===== config.mk =====
export PLATFORM = sky130hd
export DESIGN_NAME = rht16_mixer
export DESIGN_NICKNAME = d
export VERILOG_FILES = /design/src/rtl/rht16_mixer.sv
export SDC_FILE = /design/constraint.sdc
export NUM_CORES = 2
export LEC_CHECK = 0
export CAP_MARGIN = 5
export CORE_MARGIN = 2
export CORE_UTILIZATION = 50
export CTS_CLUSTER_SIZE = 30
export DETAILED_ROUTE_END_ITERATION = 6
export GPL_ROUTABILITY_DRIVEN = 1
export PLACE_DENSITY = 0.68
export SLEW_MARGIN = 5
export SYNTH_ARGS = -nofsm -noshare
export SYNTH_HDL_FRONTEND = slang
export SYNTH_SLANG_ARGS = --single-unit

===== constraint.sdc =====
create_clock -name clk -period 76.7 [get_ports clk]
set_input_delay 23.01 -clock clk [delete_from_list [all_inputs] [get_ports clk]]
set_output_delay 23.01 -clock clk [all_outputs]
set_load 0.05 [all_outputs]

===== src/rtl/rht16_mixer.sv =====
`timescale 1ns/1ps
module rht16_mixer #(
  parameter int          W         = 12,
  parameter logic [15:0] SIGN_MASK = 16'h6B2D
) (
  input  logic                clk,
  input  logic                rst_n,
  input  logic                in_valid,
  output logic                in_ready,
  input  logic                in_inverse,
  input  logic [16*W-1:0]     in_data,
  output logic                out_valid,
  input  logic                out_ready,
  output logic [16*(W+3)-1:0] out_data
);
  localparam int N      = 16;
  localparam int STAGES = $clog2(N);
  localparam int AW     = W + STAGES + 1;
  localparam int OW     = W + 3;

  logic signed [AW-1:0] pipe [STAGES+1][N];
  logic [STAGES:0] vld;
  logic [STAGES:0] inv;
  logic advance;

  assign advance   = ~vld[STAGES] | out_ready;
  assign in_ready  = advance;
  assign out_valid = vld[STAGES];

  function automatic logic signed [AW-1:0] widen(input logic [W-1:0] v);
    return AW'(signed'(v));
  endfunction

  always_ff @(posedge clk or negedge rst_n) begin
    if (!rst_n) vld <= '0;
    else if (advance) vld <= {vld[STAGES-1:0], in_valid};
  end

  always_ff @(posedge clk) begin
    if (advance) begin
      inv <= {inv[STAGES-1:0], in_inverse};
      for (int i = 0; i < N; i++) begin
        if (!in_inverse && SIGN_MASK[i]) pipe[0][i] <= -widen(in_data[i*W +: W]);
        else                             pipe[0][i] <=  widen(in_data[i*W +: W]);
      end
      for (int k = 0; k < STAGES; k++) begin
        for (int i = 0; i < N; i++) begin
          if (((i >> k) & 1) == 0) pipe[k+1][i] <= pipe[k][i] + pipe[k][i + (1 << k)];
          else                     pipe[k+1][i] <= pipe[k][i - (1 << k)] - pipe[k][i];
        end
      end
    end
  end

  for (genvar i = 0; i < N; i++) begin : g_out
    logic signed [AW-1:0] sum;
    logic signed [AW-1:0] shifted;
    logic signed [OW-1:0] rounded;
    logic                 bump;
    assign sum     = pipe[STAGES][i];
    assign bump    = sum[1] & (sum[0] | sum[2]);
    assign shifted = (sum >>> 2) + AW'(bump);
    assign rounded = shifted[OW-1:0];
    assign out_data[i*OW +: OW] = (inv[STAGES] && SIGN_MASK[i]) ? -rounded : rounded;
  end
endmodule



==> impl_metrics.ini <==
[global_route]
antenna_found_initial = 13
grt_pass1_wl_um = 380000
grt_use_met2_pct = 39.6
busiest_layer = met2
overflow = 0
grt_usage_pct = 25.1
grtUsageMet3_pct = 2.67
grt_pass1_vias = 65009
met1_usage_pct = 37.1
grt_max_degree = 190

[clock_network]
clk_pin_slew_worst_paths_ns = 0.06
ctsRootBufferMaster = clkbuf_16
cts_tree = built
cts-resized-gates = 0
cts_setup_buffers = 0
clock_tree.buffer_depth = 3
cts_buffers = 143
htree_levels = 4
clock-sinks = 1286
clk_latency_ns = 0.80
postCtsHoldBufs = 0

[setup_path]
cp_max_fo = 60
startpoint_type = primary input
r2r_slack_ns = 71.85
required_ns = 53.69
crit_chain = clkdlybuf4s50_1 > nand2b_4 > clkdlybuf4s50_1
crit_top_cell = clkdlybuf4s50_1
cp-startpoint = out_ready
cp_slowest_stage_delay_ns = 0.95
r2r-end = pipe[4][104]$_DFFE_PN_
cp.arrival_ns = 25.16
path_delay_family = buffers and inverters
critPathBufInv = 2
reg2regPathDepth = 5
cp.depth = 3
reg2reg_from = vld[4]$_DFFE_PN0N_
crit_path_end_kind = output pin
slowest_stage = clkdlybuf4s50_1
cp-endpoint = in_ready
path_class = primary input to output pin

[hold_path]
min_path_type = flop to flop

[detailed_routing]
via_per_inst = 5.55
vias = 69396
drt_iter0_markers = 5719
drc = 0
ant_nets = 0
drt-total-wl_um = 250000
routedWlPerCell_um = 20.0
drtPass1Iterations = 7

[sta]
slew_violations = 0
tns_ns = 0
finalCriticalPeriod_ns = 48.17
rsz0062_at_grt = false
hold_ws_ns = 0.418
hold_violations = 0
tightest_slew_ns = 1.17
clock_skew_ns = 0.0297
setup_violations = 0
fin_crit_sh_pct = 62.8
fmax_ghz = 0.0208
timing.slew.headroom_pct = 21.7

[placement]
dp.cells = 12239
dp_hpwl_um = 204000
port_buffers = 438
gp_congestion = 0.946

[finish]
layout.cells.non_filler = 12505
drive_gt1_share_pct = 3.59
mostFrequentLayoutCells = edfxtp_1 (1281), ha_1 (1035), inv_1 (1020), xnor2_1 (936), nor2_1 (880)
num-fill-cells = 16534
nNetsFinal = 11169
area_delta_synth_final_pct = 11.2
layout_commonest_cell = edfxtp_1

[logic_synthesis]
yosys.area.top_type = edfxtp_1
yosys-top-cells-area = edfxtp_1 (40%), ha_1 (14%), xnor2_1 (8.6%), inv_1 (4.0%), xor2_1 (3.8%)
synth-edff-count = 1281
yosys_warnings = 0
synth_flop_cell = edfxtp_1
avgSynthCellArea_um2 = 9.91
synthDistinctLibCells = 98
ys_ff_latch = 1286
syn-num-nets = 10943
ys_seq_area_share_pct = 40.4
syn_inst = 9647
synth_top_area_share_pct = 40.3
syn_area_mm2 = 0.0956
ys_async_sr_fraction_pct = 0.389

[run_status]
status = complete, no violations

[die]
die-area_mm2 = 0.195
initial_core_util_pct = 50.3
fp.dieH_um = 441
rows = 160
num_io_pins = 439
die_w_um = 441
core_mm2 = 0.190

[job]
cap_viol_max_count = 0
==> kinds of logic after synthesis <==
family          count (synthesis)  share of synthesized area [%]
flops                        1286                           40.4
compound gates               2018                           13.7
buf+inv                      1408                           5.65
xor+xnor                     1355                           12.4
mux                            29                          0.336
fa+ha+maj                    1099                           14.9
simple gates                 2452                           12.7
==> stage by stage <==
step | utilization (%) | setup WS (ns) | instance area, um^2
floorplan | - | 3.52 | 95600
global placement | 53.6 | 28.48 | 102000
detailed placement | 53.6 | 28.46 | 102000
CTS | 55.9 | 28.46 | 106000
global route | 55.9 | 28.41 | 106000
finish | 55.9 | 28.53 | 106000
==> flip-flops by register name, indices dropped and copies added, names as in the netlist <==
| signal | count |
|---|---|
| inv | 5 |
| vld | 5 |
| pipe | 1276 |
==> worst min-delay path by stage <==
stage	from	cells past startpoint	to
CTS	inv[2]$_DFFE_PN_	0	inv[3]$_DFFE_PN_
detailed placement	inv[3]$_DFFE_PN_	0	inv[4]$_DFFE_PN_
global placement	inv[2]$_DFFE_PN_	0	inv[3]$_DFFE_PN_
global route	inv[1]$_DFFE_PN_	0	inv[2]$_DFFE_PN_
finish	inv[2]$_DFFE_PN_	0	inv[3]$_DFFE_PN_
floorplan	inv[0]$_DFFE_PN_	0	inv[1]$_DFFE_PN_
==> per-layer routing <==
layer  up-vias  part of all wire (%)
li1      34053                     -
met1     33249                    48
met2      1846                    45
met3       248                   4.8
met4         0                   2.1
met5         -                     0
==> cells in the mapped netlist (all sizes together), types with 19 or more instances <==
cell and count:
o311a 23, nor3b 51, o21ai 405, nor2 884
o21a 69, ha 1035, or4 41, o21bai 127
nor2b 197, o22ai 81, nand2b 163, o41a 19
xor2 419, nor4 37, nand2 378, clkbuf 269
o41ai 40, a21oi 629, fa 64, nand3 149
mux2 25, nor4b 23, xnor2 936, nor3 218
and3 71, edfxtp 1281, a21o 148, buf 112
a211oi 39, inv 1022, o31ai 97, a2111oi 40
nand3b 24, or2 31, a31oi 75, nand4 62
and2 38, or3 61, a22oi 21, o31a 34
==> layout make-up <==
class                   count  area (um^2)  area share, %
diodes                      8         20.0         0.0188
clock buffers             171         3790           3.57
clock inverters            87          714          0.672
inverters                1027         3850           3.63
multi-input cells        6953        51600           48.5
flip-flops and latches   1286        38600           36.3
well taps                2511         3140           2.96
repair buffers            462         4580           4.31
==> worst reg2reg max path: stages (launching register included) <==
cell and delay (ns):
dfrtp_1 0.45, nand2b_4 0.68, buf_4 0.66, buf_4 0.76, buf_12 0.70, buf_4 1.15
Power is left out: the tool's default activity adds up to more than one toggle a clock period on the data nets, which glitch-free logic cannot reach.
